--- config.mk ---
export PLATFORM = sky130hd
export DESIGN_NAME = bus_step_hold
export DESIGN_NICKNAME = d
export VERILOG_FILES = /design/src/rtl/step_pkg.sv /design/src/rtl/sync2.sv /design/src/rtl/btn_debounce.sv /design/src/rtl/rate_ticker.sv /design/src/rtl/bus_step_hold.sv
export SDC_FILE = /design/constraint.sdc
export NUM_CORES = 1
export LEC_CHECK = 0
export ABC_AREA = 1
export BUFFER_PORTS_ARGS = -buffer_cell sky130_fd_sc_hd__buf_2
export CORE_UTILIZATION = 32
export DETAILED_ROUTE_END_ITERATION = 6
export HOLD_SLACK_MARGIN = 0.15
export PLACE_DENSITY = 0.55
export SLEW_MARGIN = 20
export SYNTH_ARGS = -nofsm -noshare
export SYNTH_HDL_FRONTEND = slang
export SYNTH_SLANG_ARGS = --single-unit
--- constraint.sdc ---
create_clock -name clk -period 1.74 [get_ports clk]
set_input_delay 0.348 -clock clk [delete_from_list [all_inputs] [get_ports clk]]
set_output_delay 0.348 -clock clk [all_outputs]
set_load 0.02 [all_outputs]
--- src/rtl/step_pkg.sv ---
package step_pkg;
  localparam int NSRC = 6;
  localparam int SELW = 3;

  typedef enum logic [1:0] {
    MODE_FREE     = 2'd0,
    MODE_STEP     = 2'd1,
    MODE_SLOW     = 2'd2,
    MODE_FREE_ALT = 2'd3
  } run_mode_t;

  // cycles one slow-run hold lasts
  function automatic int unsigned slow_hold_cycles(input int unsigned rate,
                                                   input int unsigned pre);
    return (rate + 1) * pre;
  endfunction

  function automatic logic mode_holds(input logic [1:0] m);
    return (m == MODE_STEP) || (m == MODE_SLOW);
  endfunction
endpackage

--- src/rtl/sync2.sv ---
module sync2 #(
  parameter int W = 1,
  parameter logic RST_VAL = 1'b0
) (
  input  logic         clk,
  input  logic         rst_n,
  input  logic [W-1:0] d,
  output logic [W-1:0] q
);
  logic [W-1:0] meta;

  always_ff @(posedge clk or negedge rst_n) begin
    if (!rst_n) begin
      meta <= {W{RST_VAL}};
      q    <= {W{RST_VAL}};
    end else begin
      meta <= d;
      q    <= meta;
    end
  end
endmodule

--- src/rtl/btn_debounce.sv ---
module btn_debounce #(
  parameter int DEB_CYC = 8
) (
  input  logic clk,
  input  logic rst_n,
  input  logic level,
  output logic press
);
  localparam int CW = $clog2(DEB_CYC + 1);
  localparam logic [CW-1:0] LAST = CW'(DEB_CYC - 1);

  logic          stable;
  logic [CW-1:0] cnt;
  logic          differs;
  logic          settle;

  assign differs = (level != stable);
  assign settle  = differs && (cnt == LAST);

  always_ff @(posedge clk or negedge rst_n) begin
    if (!rst_n) begin
      stable <= 1'b0;
      cnt    <= '0;
      press  <= 1'b0;
    end else begin
      press <= settle && level;
      if (!differs) begin
        cnt <= '0;
      end else if (settle) begin
        stable <= level;
        cnt    <= '0;
      end else begin
        cnt <= cnt + 1'b1;
      end
    end
  end
endmodule

--- src/rtl/rate_ticker.sv ---
module rate_ticker #(
  parameter int PRE_CYC = 125000,
  parameter int RW = 10
) (
  input  logic          clk,
  input  logic          rst_n,
  input  logic          en,
  input  logic [RW-1:0] rate,
  output logic          tick
);
  localparam int PW = (PRE_CYC > 1) ? $clog2(PRE_CYC) : 1;
  localparam logic [PW-1:0] PRE_LAST = PW'(PRE_CYC - 1);

  logic [PW-1:0] pre_cnt;
  logic [RW-1:0] base_cnt;
  logic          base_tick;

  assign base_tick = en && (pre_cnt == PRE_LAST);
  assign tick      = base_tick && (base_cnt == rate);

  always_ff @(posedge clk or negedge rst_n) begin
    if (!rst_n) begin
      pre_cnt  <= '0;
      base_cnt <= '0;
    end else if (!en) begin
      pre_cnt  <= '0;
      base_cnt <= '0;
    end else if (base_tick) begin
      pre_cnt  <= '0;
      base_cnt <= tick ? '0 : base_cnt + 1'b1;
    end else begin
      pre_cnt <= pre_cnt + 1'b1;
    end
  end
endmodule

--- src/rtl/bus_step_hold.sv ---
module bus_step_hold
  import step_pkg::*;
#(
  parameter int DEB_CYC = 250000,
  parameter int PRE_CYC = 125000,
  parameter int RW = 10
) (
  input  logic            clk,
  input  logic            rst_n,
  input  logic [NSRC-1:0] strobe_n,
  input  logic [SELW-1:0] trig_sel,
  input  logic [1:0]      run_mode,
  input  logic            step_btn,
  input  logic [RW-1:0]   rate_sel,
  input  logic            board_wait_n,
  output logic            cpu_wait_n,
  output logic            hold_active
);
  localparam int CFGW = SELW + 2;

  logic [NSRC-1:0] strb_s_n;
  logic [0:0]      btn_s;
  logic [NSRC-1:0] sel_hit;
  logic            sel_active;
  logic            btn_press;
  logic            tick;
  logic            hold;
  logic            armed;
  logic [CFGW-1:0] cfg_q;
  logic            cfg_change;
  logic            capture;
  logic            rel_pulse;

  sync2 #(.W(NSRC), .RST_VAL(1'b1)) u_strb_sync (
    .clk(clk), .rst_n(rst_n), .d(strobe_n), .q(strb_s_n)
  );

  sync2 #(.W(1), .RST_VAL(1'b0)) u_btn_sync (
    .clk(clk), .rst_n(rst_n), .d(step_btn), .q(btn_s)
  );

  btn_debounce #(.DEB_CYC(DEB_CYC)) u_deb (
    .clk(clk), .rst_n(rst_n), .level(btn_s[0]), .press(btn_press)
  );

  rate_ticker #(.PRE_CYC(PRE_CYC), .RW(RW)) u_tick (
    .clk(clk), .rst_n(rst_n),
    .en(hold && (run_mode == MODE_SLOW)),
    .rate(rate_sel), .tick(tick)
  );

  for (genvar i = 0; i < NSRC; i++) begin : g_sel
    assign sel_hit[i] = (trig_sel == SELW'(i)) && !strb_s_n[i];
  end
  assign sel_active = |sel_hit;

  assign cfg_change = ({run_mode, trig_sel} != cfg_q);
  assign capture    = mode_holds(run_mode) && armed && sel_active
                      && !hold && !cfg_change;
  assign rel_pulse  = hold && (((run_mode == MODE_STEP) && btn_press) ||
                               ((run_mode == MODE_SLOW) && tick));

  always_ff @(posedge clk or negedge rst_n) begin
    if (!rst_n) begin
      hold  <= 1'b0;
      armed <= 1'b0;
      cfg_q <= '0;
    end else begin
      cfg_q <= {run_mode, trig_sel};
      if (cfg_change || rel_pulse) hold <= 1'b0;
      else if (capture)            hold <= 1'b1;
      if (cfg_change || capture)   armed <= 1'b0;
      else if (!sel_active)        armed <= 1'b1;
    end
  end

  assign cpu_wait_n  = board_wait_n & ~hold;
  assign hold_active = hold;
endmodule

## Word-level counts from Yosys, hierarchy flattened

Cells that the tools add are included.

| storage, ports and cells | value |
|---|---|
| logic and storage cells | 76 |
| flip-flop bits (word level) | 68 |
| input port bits | 25 |
| output and inout port bits | 2 |

| cells by class | value |
|---|---|
| bitwise gates (word level) | 2 |
| mux-type cells | 11 |
| reductions and logical operators | 34 |
| add/subtract/negate cells | 3 |
| equal/unequal tests | 14 |

Operators by type and width:

| cell | count |
|---|---|
| $mux 18 | 2 |
| $mux 17 | 2 |
| $mux 10 | 3 |
| $add 18x1->18 const B | 1 |
| $eq 18x18->1 const B | 1 |
| $logic_and 1x1->1 | 18 |
| $add 17x1->17 const B | 1 |
| $eq 17x17->1 const B | 1 |
| $add 10x1->10 const B | 1 |
| $eq 10x10->1 | 1 |
| $logic_not 1->1 | 8 |
| $eq 3x2->1 const B | 2 |
| $eq 3x3->1 const B | 2 |
| $reduce_or 6->1 | 1 |
| $ne 5x5->1 | 1 |
| $logic_or 1x1->1 | 4 |
| $mux 1 | 4 |
| $eq 3x1->1 const B | 1 |
| $logic_not 3->1 | 1 |
| $eq 2x1->1 const B | 1 |
| $eq 2x2->1 const B | 1 |
| $ne 2x1->1 const B | 1 |
| $ne 2x2->1 const B | 1 |
| $reduce_and 2->1 | 1 |
| 4 further kinds | 4 |

## Depth between registers and ports, before layout

Gate-level depths: netlist (run 1).

| logic depth | value |
|---|---|
| depth after elaboration | 9 |
| depth in mapped cells | 10 |
| gate-level depth less buffers | 10 |

## By module

From an unflattened synthesis (run 1), not the netlist that was laid out.

| unflattened totals | value |
|---|---|
| cells, all modules | 446 |
| area, all modules | 3,674.8 µm² |

Modules (own cells, without submodules):

| module | sequential area each (µm²) | cells an instance | area each (µm²) | times used |
|---|---|---|---|---|
| rate_ticker | 675.6 | 249 | 1,786.7 | 1 |
| btn_debounce | 500.5 | 136 | 1,102.3 | 1 |
| bus_step_hold | 175.2 | 47 | 420.4 | 1 |
| sync2 (u_strb_sync) | 315.3 | 12 | 315.3 | 1 |
| sync2 (u_btn_sync) | 50.0 | 2 | 50.0 | 1 |

## Least setup slack after synthesis (run 1)

No wires, ideal clock.

| timing path | value |
|---|---|
| path kind | register to register |
| start point | register u_tick.pre_cnt[0] |
| end point | register u_tick.pre_cnt[11] |
| setup time | 64 ps |
| setup slack | 295 ps |
| clock period less this slack | 1,445 ps |
| buffers on the path | 0 |
| data arrival time | 1,380 ps |
| cell stages (with the launch flop) | 10 |
| required time | 1,676 ps |
| path through | dfrtp_1 -> ha_1 -> nand2_2 -> inv_1 -> nand3_2 -> nor2_4 -> a21oi_4 -> inv_2 -> nor2_1 -> o21a_1 |

| between the ends | value |
|---|---|
| word-level cells in the longest chain between the ends | 4 |
| elaborated cells on any way between the ends | 5 |
| those cells by class | add/sub: 1; eq/ne: 1; mux: 2; reduce/logical: 1 |

Ends and longest elaborated chain:

| element | RTL line | RTL |
|---|---|---|
| start, declared | rate_ticker.sv:14 | `logic [PW-1:0] pre_cnt;` |
| start signal, assigned | rate_ticker.sv:32 | `pre_cnt <= pre_cnt + 1'b1;` |
| branches (longest 2 deep; another with $add 17x1->17) | - |  |
| $mux 17 (*) | rate_ticker.sv:28 | `end else if (base_tick) begin` |
| $mux 17 (*) | rate_ticker.sv:25 | `end else if (!en) begin` |

Every way passes the cells marked *.
A chain may end at the register's enable or synchronous reset.

## Worst setup path in the final report (run 1)

| timing path | value |
|---|---|
| start point | input run_mode[1] |
| end point | register u_tick.base_cnt[8] |

| between the ends | value |
|---|---|
| word-level cells in the longest chain between the ends | 7 |
| elaborated cells on any way between the ends | 8 |
| those cells by class | eq/ne: 2; mux: 3; reduce/logical: 3 |

Ends and longest elaborated chain:

| element | RTL line | RTL |
|---|---|---|
| start, declared | bus_step_hold.sv:12 | `input logic [1:0] run_mode,` |
| $eq 2x2->1 (*) | bus_step_hold.sv:48 | `.en(hold && (run_mode == MODE_SLOW)),` |
| $logic_and 1x1->1 (*) | bus_step_hold.sv:48 |  |
| $logic_and 1x1->1 | rate_ticker.sv:18 | `assign base_tick = en && (pre_cnt == PRE_LAST);` |
| $logic_and 1x1->1 | rate_ticker.sv:19 | `assign tick = base_tick && (base_cnt == rate);` |
| $mux 10 | rate_ticker.sv:30 | `base_cnt <= tick ? '0 : base_cnt + 1'b1;` |
| $mux 10 | rate_ticker.sv:28 |  |
| $mux 10 | rate_ticker.sv:25 |  |
| end signal, assigned | rate_ticker.sv:30 |  |
| end, declared | rate_ticker.sv:15 | `logic [RW-1:0] base_cnt;` |

Every way passes the cells marked *; elsewhere a longest branch is shown, timed or not. The select of a mux whose other input is x is not followed.

==> run_results.csv, run 1 <==
group,metric,value,unit
floorplan,rows,37,
place,portBuffers,26,
cells_and_area,drive_gt1_share,22.6,%
place,placed_area,3800,sq um
setup_path,ff2ff_path_depth,9,
drt,wl_met3,197,um
setup_path,endpoint_kind,"register",
drt,wl_per_cell,10.9,um
status,status,"completed",
cells_and_area,fin_nets,489,
floorplan,core,10400,sq um
grt,track_usage,12.7,%
synthesis,synthTopCellsByCount,"nand2_1, dfrtp_1, inv_1, nor2_1, nor3_1",
cells_and_area,syn_to_final_growth,19.3,%
synthesis,synth_edf_count,0,
timing,hold-worst-slack,0.167,ns
timing,skew,0.00804,ns
setup_path,criticalPathCategory,"in -> reg",
setup_path,worstPathRequired,2.01,ns
clocking,htree_num_levels,3,
synthesis,ys_dominant_reg_cell,"dfrtp_1",
cells_and_area,fin_area,4130,sq um
drt,top_layer,"met4",
clocking,cts_buffer_depth,2,
timing,period_minus_slack,1.63,ns
setup_path,cp-endpoint,"u_tick.base_cnt[8]$_DFFE_PN0P_",
drt,antenna_left,0,
synthesis,synth_top_area_share,40.5,%
floorplan,die_y,106,um
power,peakVddDrop,0.447,mV
setup_path,crit_arrival,1.90,ns
cells_and_area,finalNonFillerCells,600,
setup_path,critPathMaxStageDelay,0.52,ns
timing,max_clock_freq,0.615,GHz
power,powerDensity,758,nW/um^2
clocking,cts_num_sinks,68,
drt,firstDrtPassIters,4,
timing,drv_slew,0,
synthesis,synth_area_per_cell,8.54,sq um
synthesis,synthArstFlopShare,100,%
setup_path,crit_chain,"dlygate4sd3_1 > buf_2 > ha_1 > nand2_1 > buf_4 > nor2_4 > nand2_4 > o21ai_2",
timing,worst_pin_slew,0.375,ns
synthesis,ys_seq_elements,68,
synthesis,synth.distinct_cells,37,
cells_and_area,seq_area,1720,sq um
setup_path,critPathMaxFanout,8,
place,gp_congestion,0.800,
place,pre_cts_ws,0.111,ns
grt,grt_max_degree,69,
grt,grt_pass1_vias,2586,
power,p_total,3.13,mW
floorplan,initial_core_util,33.2,%
synthesis,synth.net_count,435,
grt,grt-ovfl-total,0,
synthesis,synth_area_leader_cell,"dfrtp_1",
place,dpl.cell_count,571,
timing,rsz0062_at_grt,"false",
synthesis,syn-cell-area,3460,sq um
timing,finalSetupViolCount,0,
clocking,cts_tree,"done",
timing,post-route-worst-setup-slack,0.113,ns
clocking,cts-root-buf,"clkbuf_8",
timing,hold_violations,0,
setup_path,cp-start-kind,"primary input",
setup_path,reg2reg_slack,0.18,ns
setup_path,reg2reg_from,"u_tick.pre_cnt[0]$_DFF_PN0_",
drt,routedLengthMet1,3180,um
grt,grt_first_pass_wirelength,11500,um
synthesis,yosysMostFrequentCell,"nand2_1",
job,maxCapViolCount,0,
clocking,path_clk_slew,0.08,ns
cells_and_area,multi_input_area,1520,sq um
drt,met2_length,3110,um
setup_path,cp-startpoint,"run_mode[1]",
place,hpwl,4540,um
drt,wl,6550,um
clocking,cts_buffers,9,
clocking,clk_latency,0.34,ns
synthesis,synthCells,405,
timing,slew_headroom,75.0,%
floorplan,io_pins,27,
floorplan,fp.dieArea,11200,sq um
timing,fin_setup_tns,0,ns
cells_and_area,diodes,0,
power,leakagePower,1.79,nW
synthesis,synthTopCellsByArea,"dfrtp_1, nand2_1, dfstp_2",
setup_path,r2r-end,"u_tick.base_cnt[8]$_DFFE_PN0P_",
floorplan,die-width,106,um
cells_and_area,post-route-util,39.6,%
grt,grt_antenna_before_repair,0,
setup_path,crit_path_top_delay_cell,"dlygate4sd3_1",
drt,drc,0,
drt,viasPerCell,4.48,
cells_and_area,nFillCells,1060,
drt,via_count,2690,
synthesis,yosysSeqAreaShare,49.6,%
timing,post-route-period-util,93.5,%
synthesis,ys.warnings.count,0,
drt,drtIter0Drc,138,
hold_path,hold_class,"in -> reg",
[how the worst min path moves through the flow]
stage                                   from                    endpoint  slack, ns  cells after the start
4_1_cts                          trig_sel[2]          cfg_q[2]$_DFF_PN0_       0.15                      1
6_report                         trig_sel[2]          cfg_q[2]$_DFF_PN0_       0.17                      1
5_1_grt                          trig_sel[0]          cfg_q[0]$_DFF_PN0_       0.15                      1
2_1_floorplan                          rst_n           armed$_DFFE_PN0P_       0.05                      0
3_3_place_gp   u_strb_sync.meta[3]$_DFF_PN1_  u_strb_sync.q[3]$_DFF_PN1_       0.35                      0
3_5_place_dp   u_strb_sync.meta[0]$_DFF_PN1_  u_strb_sync.q[0]$_DFF_PN1_       0.35                      0
[layer usage]
metal | up-vias | GRT usage, %
li1 | 1394 | -
met1 | 1247 | 16.4
met2 | 39 | 21.0
met3 | 10 | 3.13
met4 | 0 | 3.57
met5 | - | 0
[registers in the layout, summed over array words and instances (netlist names)]
| register | flops |
|---|---|
| u_btn_sync.q | 1 |
| u_tick.pre_cnt | 17 |
| u_strb_sync.meta | 6 |
| u_btn_sync.meta | 1 |
| u_strb_sync.q | 6 |
| u_deb.press | 1 |
| cfg_q | 5 |
| u_deb.cnt | 18 |
| u_deb.stable | 1 |
| u_tick.base_cnt | 10 |
| armed | 1 |
| hold_active | 1 |
[power breakdown]
part	leakage, nW	switching [mW]	internal (mW)
clock network	0.105	0.651	0.683
registers	0.890	0.0126	1.62
logic	0.793	0.0888	0.0735
[logic make-up after synthesis]
family	count (synthesis)	share of synthesized area [%]
and+or+nand+nor	213	29.2
buffers and inverters	60	6.73
xor gates and xnor gates	18	4.77
DFF	68	49.6
AOI/OAI and AO/OA	41	7.92
adders and majority gates	5	1.81
[cells in the final DEF, fill, tap and decap left out, drive strengths merged]
master / netlist / routed
a211oi: 1 / 1
a21boi: 1 / 1
a21oi: 15 / 16
a31oi: 2 / 2
and3: 1 / 1
buf: 1 / 33
bufinv: 0 / 1
clkbuf: 0 / 9
clkinv: 0 / 2
dfrtp: 56 / 56
dfstp: 12 / 12
dlygate4sd3: 0 / 10
ha: 5 / 5
inv: 59 / 63
nand2: 94 / 94
nand3: 13 / 13
nand4: 11 / 11
nor2: 68 / 68
nor3: 19 / 19
nor3b: 5 / 5
o211ai: 1 / 1
o21a: 1 / 1
o21ai: 16 / 16
o21bai: 2 / 2
o221ai: 1 / 1
o31ai: 1 / 1
or2: 2 / 2
xnor2: 9 / 9
xor2: 9 / 9
[critical path: cells and delay by family]
kind,cells,cell delay [ns]
adders and majority gates,1,0.15
AOI/OAI and AO/OA,1,0.12
and+or+nand+nor,3,0.41
buffers and inverters,3,0.87
[cell type report]
cell class / count / area share [%]
clock buffer: 9 / 3.00
clock inverter: 7 / 1.94
inverter: 59 / 5.37
multi-input combinational: 278 / 36.8
sequential: 68 / 41.6
tap: 136 / 4.12
timing repair buffer: 43 / 7.16
[repair_timing]
item	in CTS	in global routing
hold buffers	10	0
resized for setup	0	0
endpoints found under the setup margin	0	10
setup buffers	0	2
hold endpoints to repair	65	0
No activity file was read; power rests on OpenSTA's default activity.
==> inputs of run 2 (changes only) <==
CORE_UTILIZATION = 55   (was 32)
CTS_CLUSTER_SIZE = 8   (was unset)
PLACE_DENSITY = 0.81   (was 0.55)
==> run_results.csv, run 2 (synthesized netlist as in run 1, its figures left out) <==
group,metric,value,unit
status,status,"completed",
power,intPower,2.38,mW
hold_path,min_to,"cfg_q[0]$_DFF_PN0_",
timing,skew,0.0126,ns
setup_path,criticalPathCategory,"reg -> reg",
grt,track_usage,22.6,%
place,placed_area,3710,sq um
grt,grt_first_pass_wirelength,11200,um
setup_path,reg2reg_from,"u_tick.pre_cnt[0]$_DFF_PN0_",
floorplan,rows,28,
hold_path,worstHoldStart,"trig_sel[0]",
cells_and_area,diodes,0,
drt,wl,6750,um
floorplan,die_y,81.3,um
drt,viasPerCell,5.08,
drt,wl_per_cell,12.5,um
timing,worst_pin_slew,0.447,ns
setup_path,crit_arrival,1.85,ns
timing,hold-worst-slack,0.178,ns
drt,antenna_left,0,
setup_path,critPathMaxStageDelay,0.40,ns
cells_and_area,fin_area,4050,sq um
clocking,cts_num_sinks,68,
power,p_comb_share,5.2,%
cells_and_area,drive_gt1_share,22.2,%
hold_path,hold_class,"in -> reg",
place,gp_congestion,0.827,
power,p_sw,766,uW
timing,finalSetupViolCount,0,
timing,post-route-period-util,92.6,%
timing,rsz0062_at_grt,"false",
floorplan,die-width,81.3,um
power,peakVddDrop,0.678,mV
drt,drc,0,
clocking,path_clk_slew,0.08,ns
cells_and_area,syn_to_final_growth,17.2,%
grt,grt_antenna_before_repair,0,
power,clockPowerShare,42.9,%
cells_and_area,final_common_cell,"nand2_1",
power,powerDensity,775,nW/um^2
clocking,clk_latency,0.35,ns
job,maxCapViolCount,0,
timing,max_clock_freq,0.621,GHz
cells_and_area,regMostFlops,"u_deb.cnt",
cells_and_area,largest_reg_flops,18,
setup_path,reg2reg_slack,0.13,ns
clocking,cts-root-buf,"clkbuf_8",
floorplan,initial_core_util,57.7,%
clocking,htree_num_levels,3,
drt,drtIter0Drc,81,
clocking,cts_buffer_depth,2,
floorplan,fp.dieArea,6610,sq um
setup_path,cp_common_cell,"nor2_2",
place,portBuffers,26,
setup_path,critPathMaxFanout,4,
grt,grt-ovfl-total,0,
cells_and_area,top_regs,"u_deb.cnt: 18 flops, u_tick.pre_cnt: 17 flops, u_tick.base_cnt: 10 flops",
grt,grt_max_degree,69,
hold_path,hold_depth,1,
floorplan,io_pins,27,
setup_path,r2r-end,"u_tick.pre_cnt[14]$_DFF_PN0_",
timing,drv_slew,0,
timing,fin_setup_tns,0,ns
clocking,cts_tree,"done",
drt,via_count,2734,
setup_path,cp-start-kind,"register",
cells_and_area,fin_nets,488,
cells_and_area,most-common-layout-cells,"nand2_1, dfrtp_1, inv_1, nor2_1, buf_2",
drt,firstDrtPassIters,4,
power,seq_power_share,52.0,%
setup_path,ff2ff_path_depth,8,
setup_path,endpoint_kind,"register",
power,p_sw_share,24.4,%
floorplan,core,5990,sq um
clocking,cts_buffers,9,
timing,slew_headroom,70.1,%
setup_path,crit_chain,"ha_1 > nand2_2 > nor2_2 > nand4_1 > nor2_2 > inv_1 > o21ai_1 > nor2_1",
power,leakagePower,1.79,nW
timing,hold_violations,0,
grt,grt_pass1_vias,2720,
place,hpwl,4690,um
clocking,cts_resized,0,
setup_path,crit_path_top_delay_cell,"dfrtp_1",
setup_path,worstPathRequired,1.98,ns
timing,period_minus_slack,1.61,ns
[run 2: changes by cell type in the layout (fill, tap and decap cells not counted), sizes merged]
cell         before  now
clkinv            2    0
dlygate4sd3      10   11
inv              63   65
a21oi            16   15
buf              33   32
[run 2: cell type report]
| cell class | count | area, sq um |
|---|---|---|
| sequential | 68 | 1720 |
| inverter | 59 | 221 |
| multi-input combinational | 277 | 1510 |
| clock inverter | 7 | 77.6 |
| tap | 75 | 93.8 |
| clock buffer | 9 | 124 |
| fill | 455 | 1940 |
| timing repair buffer | 43 | 310 |
[run 2: critical path: cells and delay by family, from the launching register on]
family          cells  cell delay, ns
compound gates      1            0.12
flops               1            0.40
fa+ha+maj           1            0.22
simple gates        5            0.71
buf+inv             1            0.08
[run 2: power by group through the flow]
stage	clock [mW]	combinational (mW)	sequential [mW]
finish	1.35	0.163	1.63
global route	1.43	0.186	1.64
CTS	1.37	0.166	1.63
detailed placement	0	0.146	1.66
global placement	0	0.141	1.66
floorplan	0	0.0622	1.66
[run 2: how the worst max path moves through the flow]
| stage | start | endpoint | slack, ns | depth (start not counted) |
|---|---|---|---|---|
| 2_1_floorplan | u_tick.pre_cnt[0]$_DFF_PN0_ | u_tick.pre_cnt[11]$_DFF_PN0_ | 0.30 | 9 |
| 3_3_place_gp | u_tick.pre_cnt[0]$_DFF_PN0_ | u_tick.base_cnt[5]$_DFFE_PN0P_ | 0.17 | 9 |
| 3_5_place_dp | u_tick.pre_cnt[0]$_DFF_PN0_ | u_tick.base_cnt[6]$_DFFE_PN0P_ | 0.08 | 9 |
| 4_1_cts | u_tick.pre_cnt[0]$_DFF_PN0_ | u_tick.base_cnt[1]$_DFFE_PN0P_ | 0.04 | 8 |
| 5_1_grt | u_tick.pre_cnt[0]$_DFF_PN0_ | u_tick.pre_cnt[14]$_DFF_PN0_ | 0.0002 | 8 |
| 6_report | u_tick.pre_cnt[0]$_DFF_PN0_ | u_tick.pre_cnt[14]$_DFF_PN0_ | 0.13 | 8 |
[run 2: timing repair]
item / CTS / global route
hold endpoints to repair: 66 / 0
buffers inserted: 0 / 3
hold buffers: 11 / 0
setup endpoints to repair: 0 / 13
[run 2: through the flow]
| stage | total power, mW | utilization (%) | cells | setup WS [ns] |
|---|---|---|---|---|
| after floorplan | 1.72 | - | 405 | 0.295 |
| after global placement | 1.80 | 61.9 | 508 | 0.166 |
| after detailed placement | 1.81 | 61.9 | 508 | 0.0773 |
| after CTS | 3.17 | 67.1 | 535 | 0.0424 |
| after global routing | 3.25 | 67.7 | 538 | 0.000202 |
| final | 3.14 | 67.7 | 538 | 0.129 |
[run 2: per-layer routing]
layer  global-route usage (%)  vias up  wire length (um)
met5                        0        -                 0
met4                     8.75        0                81
met3                     7.08       10               231
met2                     40.1       53              3460
met1                     25.1     1282              2970
li1                         -     1389                 -
